File: config.mk
export PLATFORM = sky130hd
export DESIGN_NAME = twi_master
export DESIGN_NICKNAME = d
export VERILOG_FILES = /design/src/rtl/twi_pkg.sv /design/src/rtl/twi_sync.sv /design/src/rtl/twi_qtick.sv /design/src/rtl/twi_master.sv
export SDC_FILE = /design/constraint.sdc
export NUM_CORES = 1
export LEC_CHECK = 0
export ABC_AREA = 1
export BUFFER_PORTS_ARGS = -buffer_cell sky130_fd_sc_hd__buf_2
export CORE_AREA = 2 2 78 80
export CTS_CLUSTER_SIZE = 25
export DETAILED_ROUTE_END_ITERATION = 12
export DIE_AREA = 0 0 80 82
export PLACE_DENSITY = 0.7
export SYNTH_ARGS = -nofsm -noshare
export SYNTH_HDL_FRONTEND = slang
export SYNTH_SLANG_ARGS = --single-unit
File: constraint.sdc
create_clock -name clk -period 2.6 [get_ports clk]
set_input_delay 0 -clock clk [delete_from_list [all_inputs] [get_ports clk]]
set_output_delay 0 -clock clk [all_outputs]
set_load 0.05 [all_outputs]
File: src/rtl/twi_pkg.sv
`timescale 1ns/1ps
package twi_pkg;
    typedef enum logic [2:0] {
        OP_NOP       = 3'd0,
        OP_START     = 3'd1,
        OP_WRITE     = 3'd2,
        OP_READ_ACK  = 3'd3,
        OP_READ_NACK = 3'd4,
        OP_STOP      = 3'd5
    } twi_op_e;

    typedef enum logic [2:0] {
        ST_IDLE,
        ST_BEGIN,
        ST_RESUME,
        ST_SHIFT,
        ST_END,
        ST_REPLY
    } twi_state_e;

    localparam logic [4:0] EXT_PREFIX = 5'b11110;
endpackage

File: src/rtl/twi_sync.sv
`timescale 1ns/1ps
module twi_sync #(
    parameter int STAGES = 2,
    parameter int LINES  = 2
) (
    input  logic             clk,
    input  logic             rst_n,
    input  logic [LINES-1:0] raw,
    output logic [LINES-1:0] synced
);
    logic [LINES-1:0] chain [STAGES];

    generate
        for (genvar s = 0; s < STAGES; s++) begin : g_stage
            always_ff @(posedge clk) begin
                if (!rst_n) chain[s] <= '1;
                else if (s == 0) chain[s] <= raw;
                else chain[s] <= chain[(s == 0) ? 0 : s-1];
            end
        end
    endgenerate

    assign synced = chain[STAGES-1];
endmodule

File: src/rtl/twi_qtick.sv
`timescale 1ns/1ps
module twi_qtick #(
    parameter int DIV_W = 12
) (
    input  logic             clk,
    input  logic             rst_n,
    input  logic             run,
    input  logic [DIV_W-1:0] div,
    output logic             tick
);
    logic [DIV_W-1:0] cnt;

    always_ff @(posedge clk) begin
        if (!rst_n)                  cnt <= '0;
        else if (!run || cnt == '0)  cnt <= div;
        else                         cnt <= cnt - 1'b1;
    end

    assign tick = run && (cnt == '0);

    // with a non-zero divider, two ticks never fall in adjacent cycles
    p_tick_gap_r10: assert property (@(posedge clk) disable iff (!rst_n)
        (tick && div != '0 && $stable(div)) |=> !tick);
endmodule

File: src/rtl/twi_master.sv
`timescale 1ns/1ps
module twi_master
    import twi_pkg::*;
#(
    parameter int DIV_W = 12
) (
    input  logic             clk,
    input  logic             rst_n,
    input  logic [DIV_W-1:0] div,
    input  logic             cmd_valid,
    input  logic [2:0]       cmd_op,
    input  logic [7:0]       cmd_data,
    output logic             cmd_ready,
    output logic             rsp_valid,
    output logic [7:0]       rsp_data,
    output logic             rsp_nack,
    output logic             rsp_ext,
    output logic             rsp_lost,
    input  logic             scl_in,
    output logic             scl_oe,
    input  logic             sda_in,
    output logic             sda_oe
);
    localparam int BITS = 9;
    localparam int BW   = $clog2(BITS);

    twi_state_e     state, state_d;
    twi_op_e        op;
    logic [1:0]     ph;
    logic [BW-1:0]  bitn;
    logic [8:0]     txsr;
    logic [7:0]     rxsr;
    logic           rd, owned, first;
    logic           lost_q, nack_q, ext_q;
    logic           tick, run, scl_s, sda_s, bus_idle, drive_bit, arb_lose, accept;

    twi_sync #(.STAGES(2), .LINES(2)) u_sync (
        .clk(clk), .rst_n(rst_n), .raw({scl_in, sda_in}), .synced({scl_s, sda_s})
    );

    assign run = (state == ST_BEGIN) || (state == ST_RESUME) ||
                 (state == ST_SHIFT) || (state == ST_END);

    twi_qtick #(.DIV_W(DIV_W)) u_qtick (
        .clk(clk), .rst_n(rst_n), .run(run), .div(div), .tick(tick)
    );

    assign op        = twi_op_e'(cmd_op);
    assign bus_idle  = scl_s && sda_s;
    assign accept    = (state == ST_IDLE) && cmd_valid;
    assign drive_bit = rd ? (bitn == '0) : (bitn != '0);
    assign arb_lose  = drive_bit && txsr[8] && !sda_s;

    // next-state logic
    always_comb begin
        state_d = state;
        unique case (state)
            ST_IDLE: if (cmd_valid) begin
                case (op)
                    OP_START:     state_d = owned ? ST_RESUME : (bus_idle ? ST_BEGIN : ST_REPLY);
                    OP_WRITE,
                    OP_READ_ACK,
                    OP_READ_NACK: state_d = owned ? ST_SHIFT : ST_REPLY;
                    OP_STOP:      state_d = owned ? ST_END : ST_REPLY;
                    default:      state_d = ST_IDLE;
                endcase
            end
            ST_BEGIN, ST_RESUME, ST_END:
                if (tick && ph == 2'd3) state_d = ST_REPLY;
            ST_SHIFT: begin
                if (tick && ph == 2'd2 && arb_lose)               state_d = ST_REPLY;
                else if (tick && ph == 2'd3 && bitn == '0)        state_d = ST_REPLY;
            end
            ST_REPLY: state_d = ST_IDLE;
            default:  state_d = ST_IDLE;
        endcase
    end

    // state register
    always_ff @(posedge clk) begin
        if (!rst_n) state <= ST_IDLE;
        else        state <= state_d;
    end

    // datapath and line outputs
    always_ff @(posedge clk) begin
        if (!rst_n) begin
            ph <= '0; bitn <= '0; txsr <= '0; rxsr <= '0;
            rd <= 1'b0; owned <= 1'b0; first <= 1'b0;
            lost_q <= 1'b0; nack_q <= 1'b0; ext_q <= 1'b0;
            scl_oe <= 1'b0; sda_oe <= 1'b0;
        end else begin
            if (state == ST_IDLE || state == ST_REPLY) ph <= '0;
            else if (tick)                             ph <= ph + 2'd1;

            if (accept && op != OP_NOP && cmd_op <= 3'd5) begin
                lost_q <= 1'b0;
                nack_q <= !owned && (op != OP_START);
                ext_q  <= 1'b0;
                unique case (op)
                    OP_START: lost_q <= !owned && !bus_idle;
                    OP_WRITE: begin
                        txsr  <= {cmd_data, 1'b1};
                        rd    <= 1'b0;
                        bitn  <= BW'(BITS-1);
                        ext_q <= owned && first && (cmd_data[7:3] == EXT_PREFIX);
                    end
                    OP_READ_ACK, OP_READ_NACK: begin
                        txsr <= {8'hFF, op == OP_READ_NACK};
                        rd   <= 1'b1;
                        bitn <= BW'(BITS-1);
                    end
                    default: ;
                endcase
            end

            if (tick) begin
                unique case (state)
                    ST_BEGIN: begin
                        if (ph == 2'd0) sda_oe <= 1'b1;
                        if (ph == 2'd2) scl_oe <= 1'b1;
                        if (ph == 2'd3) begin owned <= 1'b1; first <= 1'b1; end
                    end
                    ST_RESUME: begin
                        if (ph == 2'd0) sda_oe <= 1'b0;
                        if (ph == 2'd1) scl_oe <= 1'b0;
                        if (ph == 2'd2) sda_oe <= 1'b1;
                        if (ph == 2'd3) begin scl_oe <= 1'b1; first <= 1'b1; end
                    end
                    ST_SHIFT: begin
                        if (ph == 2'd0) sda_oe <= !txsr[8];
                        if (ph == 2'd1) scl_oe <= 1'b0;
                        if (ph == 2'd2) begin
                            if (arb_lose) begin
                                lost_q <= 1'b1; owned <= 1'b0;
                                sda_oe <= 1'b0; scl_oe <= 1'b0;
                            end else if (bitn == '0) nack_q <= sda_s;
                            else                     rxsr   <= {rxsr[6:0], sda_s};
                        end
                        if (ph == 2'd3) begin
                            scl_oe <= 1'b1;
                            txsr   <= {txsr[7:0], 1'b0};
                            bitn   <= bitn - 1'b1;
                            if (bitn == '0) first <= 1'b0;
                        end
                    end
                    ST_END: begin
                        if (ph == 2'd0) sda_oe <= 1'b1;
                        if (ph == 2'd1) scl_oe <= 1'b0;
                        if (ph == 2'd2) sda_oe <= 1'b0;
                        if (ph == 2'd3) owned  <= 1'b0;
                    end
                    default: ;
                endcase
            end
        end
    end

    assign cmd_ready = (state == ST_IDLE);
    assign rsp_valid = (state == ST_REPLY);
    assign rsp_data  = rxsr;
    assign rsp_nack  = nack_q;
    assign rsp_ext   = ext_q;
    assign rsp_lost  = lost_q;

    // a controller that does not hold the bus drives neither line while idle
    p_idle_release_r1: assert property (@(posedge clk) disable iff (!rst_n)
        (state == ST_IDLE && !owned) |-> (!scl_oe && !sda_oe));
    // the clock enable rises in a start only after the data line is pulled low
    p_start_order_r2: assert property (@(posedge clk) disable iff (!rst_n)
        (state == ST_BEGIN && $rose(scl_oe)) |-> sda_oe);
    // during a transfer the data enable holds while the clock is released
    p_sda_steady_r3: assert property (@(posedge clk) disable iff (!rst_n)
        (state == ST_SHIFT && $past(state == ST_SHIFT) && !$past(scl_oe)) |-> $stable(sda_oe));
    // the data line is released in a stop only after the clock is released
    p_stop_order_r7: assert property (@(posedge clk) disable iff (!rst_n)
        (state == ST_END && $fell(sda_oe)) |-> !scl_oe);
    // a lost response comes with both lines released
    p_lost_release_r9: assert property (@(posedge clk) disable iff (!rst_n)
        (rsp_valid && rsp_lost) |-> (!scl_oe && !sda_oe));
    // a response lasts one cycle and the block is busy while it is shown
    p_one_reply_r11: assert property (@(posedge clk) disable iff (!rst_n)
        rsp_valid |-> (!cmd_ready ##1 !rsp_valid));
endmodule

Word-level counts from Yosys, hierarchy flattened
Memory sizes are Yosys's and may differ from the RTL's.
Cells that the tools add are included.
Widths: inputs -> output; s select.
{ "word_totals": {"reg_bits": 46, "ramBits": 4, "input_bits": 28, "out_inout_bits": 15, "wordCells": 161, "memories": 1} }
{ "memory_table": {"columns": ["memory", "words", "width", "rd", "rd_ports_with_merged_regs", "wr", "line", "text"], "rows": [
  ["u_sync.chain", 2, 2, 2, 0, 2, "twi_sync.sv:11", "logic [LINES-1:0] chain [STAGES];"]
]} }
{ "op_classes": {"n_addsub": 3, "order_cmp": 1, "n_eq_ne": 27, "muxes": 63, "bitwise_logic": 5, "reduce_logical": 47} }
{ "ops": {"columns": ["operator", "count"], "rows": [
  ["$mux 1", 36],
  ["$mux 9", 4],
  ["$mux 3", 7],
  ["$mux 4", 5],
  ["$pmux 3 s3", 2],
  ["$pmux 9 s2", 1],
  ["$logic_and 1x1->1", 15],
  ["$ne 2x1->1 const B", 7],
  ["$eq 3x2->1 const B", 4],
  ["$eq 3x3->1 const B", 4],
  ["$logic_not 12->1", 1],
  ["$mux 12", 1],
  ["$sub 12x1->12 const B", 1],
  ["$reduce_and 5->1", 2],
  ["$ne 3x1->1 const B", 3],
  ["$reduce_and 3->1", 3],
  ["$pmux 1 s4", 2],
  ["$reduce_bool 4->1", 2],
  ["$eq 3x1->1 const B", 2],
  ["$ne 2x2->1 const B", 3],
  ["$reduce_and 6->1", 1],
  ["$reduce_bool 3->1", 2],
  ["$reduce_or 2->1", 3],
  ["$reduce_or 3->1", 2],
  ["18 further kinds", 33]
]} }

Logic depth before layout (Yosys ltp)
Gate-level depths: netlist of run 1.
{ "depth": {"ltp_word": 10, "ltp_mapped": 12, "depth_no_buf": 12} }

By module
Synthesis of run 1 repeated with hierarchy kept, for this count alone.
{ "unflattened": {"hier_cells": 433, "area_unflattened_um2": 2861.5} }
{ "modules_own_cells": {"columns": ["module", "n_inst", "cells_each", "area_per_inst_um2", "seq_area_each_um2"], "rows": [
  ["twi_master", 1, 292, 1950.6, 680.7],
  ["twi_qtick", 1, 129, 800.8, 240.2],
  ["twi_sync", 1, 12, 110.1, 80.1]
]} }

Least setup slack after synthesis of run 1
Ideal clock, no wire load.
{ "synth_timing": {"path_type": "register -> register", "from": "register state[1]", "to": "register bitn[1]", "setup_ns": 0.115, "t_arrival_ns": 1.507, "t_required_ns": 2.485, "slack_ns": 0.978, "path_stages_with_launch": 10, "path_buffers": 0, "period_less_slack_ns": 1.622, "path_cell_list": "dfxtp_1 -> nor2_2 -> inv_2 -> nor2_4 -> nand2_4 -> nor2_4 -> inv_2 -> nand2_1 -> nor2_1 -> o21a_1"} }
{ "synth_via": {"elab_chain_len": 8, "word_cells_on_any_way": 16, "classes_between": "eq/ne: 4; mux: 4; reduce/logical: 8"} }
{ "synth_rtl": {"columns": ["item", "line", "text"], "rows": [
  ["start: declaration", "twi_master.sv:27", "twi_state_e state, state_d;"],
  ["start signal: assignment", "twi_master.sv:82", "else state <= state_d;"],
  ["$logic_not 3->1 *", null, null],
  ["named net cmd_ready", "twi_master.sv:13", "output logic cmd_ready,"],
  ["$logic_and 1x1->1 *", "twi_master.sv:50", "assign accept = (state == ST_IDLE) && cmd_valid;"],
  ["$logic_and 1x1->1 * (2 in a row)", "twi_master.sv:96", "if (accept && op != OP_NOP && cmd_op <= 3'd5) begin"],
  ["$mux 4 *", "twi_master.sv:96", null],
  ["$mux 4", "twi_master.sv:140", "if (ph == 2'd3) begin"],
  ["$mux 4", "twi_master.sv:118", "unique case (state)"],
  ["$mux 4 *", "twi_master.sv:117", "if (tick) begin"],
  ["end signal: assignment", "twi_master.sv:105", "bitn <= BW'(BITS-1);"],
  ["end signal: assignment", "twi_master.sv:111", "bitn <= BW'(BITS-1);"],
  ["end signal: assignment", "twi_master.sv:143", "bitn <= bitn - 1'b1;"],
  ["end: declaration", "twi_master.sv:30", "logic [BW-1:0] bitn;"]
]} }
Mark *: on every way through the listed nets, which the timed path passes. The rest lies on a longest branch.
A chain may end at the register's enable or synchronous reset.

Final worst setup path of run 1
{ "layout_timing": {"from": "register u_qtick.cnt[0]", "to": "register bitn[1]"} }
{ "layout_via": {"elab_chain_len": 3} }
{ "layout_rtl": {"columns": ["item", "line", "text"], "rows": [
  ["start: declaration", "twi_qtick.sv:11", "logic [DIV_W-1:0] cnt;"],
  ["start signal: assignment", "twi_qtick.sv:15", "else if (!run || cnt == '0) cnt <= div;"],
  ["start signal: assignment", "twi_qtick.sv:16", "else cnt <= cnt - 1'b1;"],
  ["$logic_not 12->1", "twi_qtick.sv:19", "assign tick = run && (cnt == '0);"],
  ["$logic_and 1x1->1", "twi_qtick.sv:19", null],
  ["$mux 4", "twi_master.sv:117", null]
]} }
Every way passes these cells.

==> results.md, run 1 <==
* Status: complete, no violations
* Final Cell Area at 0.00322 mm²
* Crit path depth at 10
* Synth top area cells: dfxtp_1 (36%), o21ai_0 (8.5%), nand2_1 (6.9%), a21oi_1 (6.9%), inv_1 (6.8%)
* Cell taking the most area after synthesis: dfxtp_1
* Slowest stage delay, CP at 0.34 ns
* Worst EP required at 2.80 ns
* Max-capacitance violation count at 0
* Worst Tran Pin Value at 0.646 ns
* Post-cts sizing count at 0
* Wire length per cell at 11.9 µm
* Final min period at 1.94 ns
* CTS buffer count at 5
* Fin. Hold Viols at 0
* Final setup fails at 0
* Leak at 1.37 nW
* Max IR drop VDD at 0.000445 V
* I/O Pins at 43
* CTS H-tree depth at 2
* Start point of the critical path: u_qtick.cnt[0]
* Fmax at 515 MHz
* Syn_nets at 424
* Post-synthesis cell type count at 40
* Synth Area in Compound Gates at 0.205
* Synthesized area at 0.00277 mm²
* Pin count of the biggest net entering global routing at 23
* Vias per Instance at 5.08
* Nets at 475
* CTS tree: yes
* Worst hold margin at 0.0116 ns
* Antenna violations before repair at 0
* Grt ovf at 0
* Setup TNS at 0 ns
* Critical Path Source Type: flop
* Hold Crit Class: primary input to flop
* Clock sink count at 50
* Combinational family with the most area after synthesis: simple AND/OR/NAND/NOR gates
* Yosys top cell area share at 0.361
* Area of placed instances at 0.00303 mm²
* Row count at 28
* Pwr Density at 863 mW/mm²
* Slew HR at 0.564
* Crit-path slowest cell: nand3_1
* Post-synth top flop: dfxtp_1
* Final WS setup at 0.659 ns
* Port Buffer Count at 42
* Tcrit/Tclk final at 0.747
* Initial core utilization at 0.482
* Core ar. at 0.00575 mm²
* Wire length after detailed routing at 6.16 mm
* Iteration-0 DRC Markers at 110
* Die Span X at 80 µm
* Die ar. at 0.00656 mm²
* Synth Area in XOR/XNOR at 0.0158
* Finished Layout Cells at 516
* Clk buf depth at 2
* Max Slew Vio Count at 0
* CP Capture Type: flop
* First-pass GRT wire length at 10.5 mm
* Mux cell area share after synthesis at 0
* RD Place Congestion at 0.878
* Reg-to-reg endpoint: bitn[1]
* Mapped Cells at 389
* R2R Path Start: u_qtick.cnt[0]
* Critical path class: flop to flop
* Post-synthesis sequential area ratio at 0.361
* WP buf/inv at 2
* Critical Path Fanout Max at 12
* R2r setup slk at 0.66 ns
* Post-Synth Simple-Gate Area at 0.291
* Delay-heaviest family, CP: simple AND/OR/NAND/NOR gates
* Setup Skew at 0.00874 ns
* Share of layout cells above drive strength 1 at 0.197
* Mapped Avg Cell Area at 7.12 µm²
* Vias at 2622
* Yosys Warn Count at 0
* Post-Place Worst Slack at 0.655 ns
* Detailed placement HPWL at 4.50 mm
* Synth Register Bits at 50
* 1st-pass router iterations at 4
* Hold_buf cts at 10
* Detail Route Antenna Nets at 0
* Clock Pin Slew Worst Setup and Hold Paths at 0.09 ns
* R2R cell count at 10
* Gr usage total at 0.201
* Die height at 82 µm
* ANT cells at 0
* Hold wc startpoint: div[5]
* Placed cells at 498
* Clk root buf: clkbuf_8
* Vias in the first global route at 2485
* CP cell instances: inv_1 > ha_1 > inv_1 > nor2_1 > nand3_1 > nor2_4 > nand3_1 > nand2_1 > nor2_1 > o21a_1
* Async S/R FF share, synth at 0
* DRC violations left at 0
* Synth Area in Adders at 0.0316
* Post-synth EDFFs at 0
* Post-CTS setup repair buffer count at 0
* Area Growth Syn to Fin at 16.3%
* RSZ-0062 raised after global routing: false
* Setup crit end: bitn[1]
* Worst-skew pair later-pin latency at 0.30 ns
* Worst endpoint data arrival time at 2.14 ns
## layout make-up
| type | instances | area (µm²) |
|---|---|---|
| Tap cell | 75 | 93.8 |
| Multi-Input combinational cell | 274 | 1510 |
| Clock inverter | 2 | 12.5 |
| Fill cell | 571 | 2520 |
| Clock buffer | 6 | 82.6 |
| Inverter | 56 | 210 |
| Timing Repair Buffer | 53 | 318 |
| Sequential cell | 50 | 1000 |
## worst min path at each step
stage | endpoint | slack (ns) | cells after the start
CTS | u_qtick.cnt[5] | 0.005 | 3
global route | u_qtick.cnt[2] | 0.06 | 3
global placement | u_sync.chain[0][0] | 0.19 | 2
floorplan | u_sync.chain[0][0] | 0.11 | 1
detailed placement | u_sync.chain[0][0] | 0.19 | 2
finish | u_qtick.cnt[5] | 0.01 | 3
## cells in the final DEF, fill, tap and decap left out, drive strengths merged
master and count:
clkbuf 6, o2111ai 1, o211ai 3, clkinvlp 1, ha 7, xnor2 2, or2 6, inv 56
a31oi 5, o21a 1, o221ai 1, nand4 5, a41oi 1, xor2 3, clkinv 1, nor3b 1
a211oi 3, dlygate4sd3 10, nand3 23, nor3 11, o21ai 50, a21oi 39, nand2 56, buf 43
nor4 1, nor2 51, dfxtp 50, nand3b 4
## sequential cells by signal, summed over array words and instances (netlist names)
signal and cells:
u_qtick.cnt 12, txsr 9, rsp_data 8, bitn 4, u_sync.chain 4, state 3
ph 2, first 1, owned 1, rd 1, rsp_ext 1, rsp_lost 1
rsp_nack 1, scl_oe 1, sda_oe 1
## worst reg2reg max path: stages, from the launching register on
cell and delay (ns):
dfxtp_1 0.32, inv_1 0.12, ha_1 0.20, inv_1 0.05
nor2_1 0.08, nand3_1 0.11, nor2_4 0.20, nand3_1 0.34
nand2_1 0.22, nor2_1 0.06, o21a_1 0.16
## logic make-up after synthesis
logic type | count (synthesis)
compound gates | 104
xor+xnor | 5
fa+ha+maj | 7
buf+inv | 65
flops | 50
simple gates | 158
## routing by layer
metal	share of wire	vias up	global-route usage	wire, µm
met5	0	-	0	0
met4	0.012	0	0.0678	74
met3	0.049	7	0.0363	304
met2	0.47	54	0.362	2880
met1	0.47	1163	0.240	2900
li1	-	1398	-	-
## metrics by stage
| stage | utilization | total power [mW] |
|---|---|---|
| 2_1_floorplan | - | 2.09 |
| 3_3_place_gp | 0.527 | 2.29 |
| 3_5_place_dp | 0.527 | 2.31 |
| 4_1_cts | 0.561 | 2.80 |
| 5_1_grt | 0.561 | 3.03 |
| 6_report | 0.561 | 2.78 |
## synthesized netlist by cell type (all sizes together) (4+ instances only)
master	count
ha	7
buf	6
nand2	56
inv	56
nor3	11
o21ai	50
a21oi	39
nand3	23
a31oi	5
or2	6
dfxtp	50
nand3b	4
nor2	51
nand4	5
## power by group
group	internal, mW	switching [mW]	total, mW	leakage (nW)
Sequential	0.912	0.137	1.05	0.409
Clock	0.214	0.260	0.474	0.0472
Combinational	0.423	0.835	1.26	0.914
Total	1.55	1.23	2.78	1.37
Note: power is estimated with default switching activity, not from simulation.
==> run 2: changes to the inputs <==
==> constraint.sdc (replaced) <==
create_clock -name clk -period 1.8 [get_ports clk]
set_input_delay 0 -clock clk [delete_from_list [all_inputs] [get_ports clk]]
set_output_delay 0 -clock clk [all_outputs]
set_load 0.05 [all_outputs]
==> results.md, run 2 (same netlist as run 1, synthesis figures left out) <==
* Die height at 82 µm (unchanged)
* Die Span X at 80 µm (unchanged)
* Worst Tran Pin Value at 0.322 ns (was 0.646 ns)
* Max-capacitance violation count at 0 (unchanged)
* Most common cell after layout, fill and taps aside: nand2_1 (unchanged)
* CTS buffer count at 5 (unchanged)
* Layout filler cell count at 536 (was 571)
* Fmax at 583 MHz (was 515 MHz)
* ANT cells at 0 (unchanged)
* Setup TNS at 0 ns (unchanged)
* Wire length after detailed routing at 6.38 mm (was 6.16 mm)
* Most frequent cells in the layout: nand2_1 (51), dfxtp_1 (49), inv_1 (46), buf_2 (42), nor2_1 (41) (was nand2_1 (51), inv_1 (50), dfxtp_1 (50), o21ai_0 (47))
* Slew HR at 0.784 (was 0.564)
* Vias in the first global route at 2394 (was 2485)
* First-pass GRT wire length at 10.5 mm (about the same)
* Iteration-0 DRC Markers at 106 (was 110)
* Clock Power Share at 0.175 (was 0.170)
* Die ar. at 0.00656 mm² (unchanged)
* Tcrit/Tclk final at 0.953 (was 0.747)
* Vias at 2700 (was 2622)
* DRC violations left at 0 (unchanged)
* Antenna violations before repair at 0 (unchanged)
* Row count at 28 (unchanged)
* Share of layout cells above drive strength 1 at 0.254 (was 0.197)
* Leak at 1.44 nW (was 1.37 nW)
* CTS tree: yes (unchanged)
* R2r setup slk at 0.08 ns (was 0.66 ns)
* I/O Pins at 43 (unchanged)
* CTS H-tree depth at 2 (unchanged)
* Switching power at 1.85 mW (was 1.23 mW)
* R2R Path Start: u_qtick.cnt[1] (was u_qtick.cnt[0])
* Critical path class: flop to flop (unchanged)
* Max IR drop VDD at 0.000669 V (was 0.000445 V)
* Pint at 2.43 mW (was 1.55 mW)
* Clk buf depth at 2 (unchanged)
* Vias per Instance at 5.11 (was 5.08)
* Final setup fails at 0 (unchanged)
* Finished Layout Cells at 528 (was 516)
* Biggest register: u_qtick.cnt (unchanged)
* Core ar. at 0.00575 mm² (unchanged)
* Start point of the critical path: u_qtick.cnt[1] (was u_qtick.cnt[0])
* Switching Fraction at 0.432 (was 0.443)
* Violated checks: negative hold slack
* Hold wc startpoint: div[11] (was div[5])
* Gr usage total at 0.203 (was 0.201)
* CP Capture Type: flop (unchanged)
* Worst EP required at 2.00 ns (was 2.80 ns)
* Hold EP: u_qtick.cnt[11] (was u_qtick.cnt[5])
* Detail Route Antenna Nets at 0 (unchanged)
* RSZ-0062 raised after global routing: true (was false)
* Area Growth Syn to Fin at 22.8% (was 16.3%)
* Critical Path Fanout Max at 6 (was 12)
* Reg-to-reg endpoint: state[1] (was bitn[1])
* Clock Pin Slew Worst Setup and Hold Paths at 0.09 ns (about the same)
* Max reg flops at 12 (unchanged)
* Port Buffer Count at 42 (unchanged)
* Area of the multi-input gates at 0.00158 mm² (was 0.00151 mm²)
* Clk root buf: clkbuf_8 (unchanged)
* Max Slew Vio Count at 0 (unchanged)
* Wire length per cell at 12.1 µm (was 11.9 µm)
* RD Place Congestion at 0.840 (was 0.878)
* Detailed placement HPWL at 4.67 mm (was 4.50 mm)
* Sequential power share at 0.356 (was 0.377)
* Final min period at 1.72 ns (was 1.94 ns)
* Clock sink count at 50 (unchanged)
* Setup Skew at 0.00552 ns (was 0.00874 ns)
* Comb pwr share at 0.469 (was 0.452)
* Initial core utilization at 0.482 (unchanged)
* Worst hold margin at -0.0145 ns (was 0.0116 ns)
* Pwr Density at 1260 mW/mm² (was 863 mW/mm²)
* Status: complete, but fails checks (was complete, no violations)
* Hold Crit Class: primary input to flop (unchanged)
* Pin count of the biggest net entering global routing at 28 (was 23)
* Worst-skew pair later-pin latency at 0.31 ns (was 0.30 ns)
* Fin. Hold Viols at 2 (was 0)
* Hold Path Stages at 3 (unchanged)
* Critical Path Source Type: flop (unchanged)
* 1st-pass router iterations at 7 (was 4)
* Nets at 487 (was 475)
* Grt ovf at 0 (unchanged)
* Register area at 0.00100 mm² (about the same)
* Worst endpoint data arrival time at 1.92 ns (was 2.14 ns)
* R2R cell count at 11 (was 10)
* Placed cells at 509 (was 498)
[run 2: cell count changes in the layout (fill, tap and decap cells not counted), moves of 4 or more]
cell     before  now
o21ai_1       2   13
o21ai_0      47   34
nand3_2       4    9
nand3_1      18   13
buf_4         1   13
inv_1        50   46
[run 2: repair_timing]
item,4_1_cts,5_1_grt
setup endpoints to repair,0,32
gates resized for setup,0,33
hold buffers,9,0
hold endpoints to repair,9,0
buffers inserted,0,1
[run 2: worst max path at each step]
stage | to | cells after the start
after floorplan | bitn[1] | 9
after global routing | state[0] | 11
after CTS | rsp_data[2] | 11
after global placement | state[0] | 11
after detailed placement | rsp_data[2] | 11
final | state[1] | 11
[run 2: per-stage QoR]
| step | cell area [µm²] | hold WS [ns] | util | setup WS (ns) | power (mW) |
|---|---|---|---|---|---|
| after floorplan | 2770 | 0.107 | - | 0.178 | 3.02 |
| after global placement | 3110 | 0.187 | 0.542 | 0.132 | 3.38 |
| after detailed placement | 3110 | 0.191 | 0.542 | 0.0568 | 3.41 |
| after CTS | 3310 | 0.00368 | 0.576 | 0.0356 | 4.19 |
| after global routing | 3400 | 0.0137 | 0.592 | -0.0404 | 4.65 |
| final | 3400 | -0.0145 | 0.592 | 0.0846 | 4.28 |
[run 2: power by group through the flow]
stage	combinational [mW]	sequential, mW	clock [mW]
floorplan	1.48	1.54	0
global placement	1.85	1.53	0
detailed placement	1.88	1.53	0
CTS	1.90	1.51	0.774
global route	2.27	1.56	0.821
finish	2.01	1.53	0.750
[run 2: worst max-delay path, cell delays in order, from the launching register on]
cell and delay (ns):
dfxtp_2 0.33, inv_2 0.08, ha_4 0.14, inv_2 0.03, nor2_2 0.10, nand3_2 0.10, nor2_4 0.25, nand3_2 0.14
a21oi_4 0.23, nand3_1 0.10, nand2_1 0.07, nor2_1 0.04
[run 2: final cells by class]
class	count	share of cell area
repair buffers	64	0.117
clock buffers	8	0.0324
multi-input cells	275	0.465
well taps	75	0.0276
inverters	56	0.0633
flip-flops and latches	50	0.295
[run 2: routing by layer]
layer,part of all wire,wire (µm),GRT usage,vias up
met1,0.47,2970,0.254,1201
li1,-,-,-,1422
met4,0.015,97,0.0746,0
met3,0.050,316,0.0429,8
met2,0.47,3000,0.343,69
met5,0,0,0,-
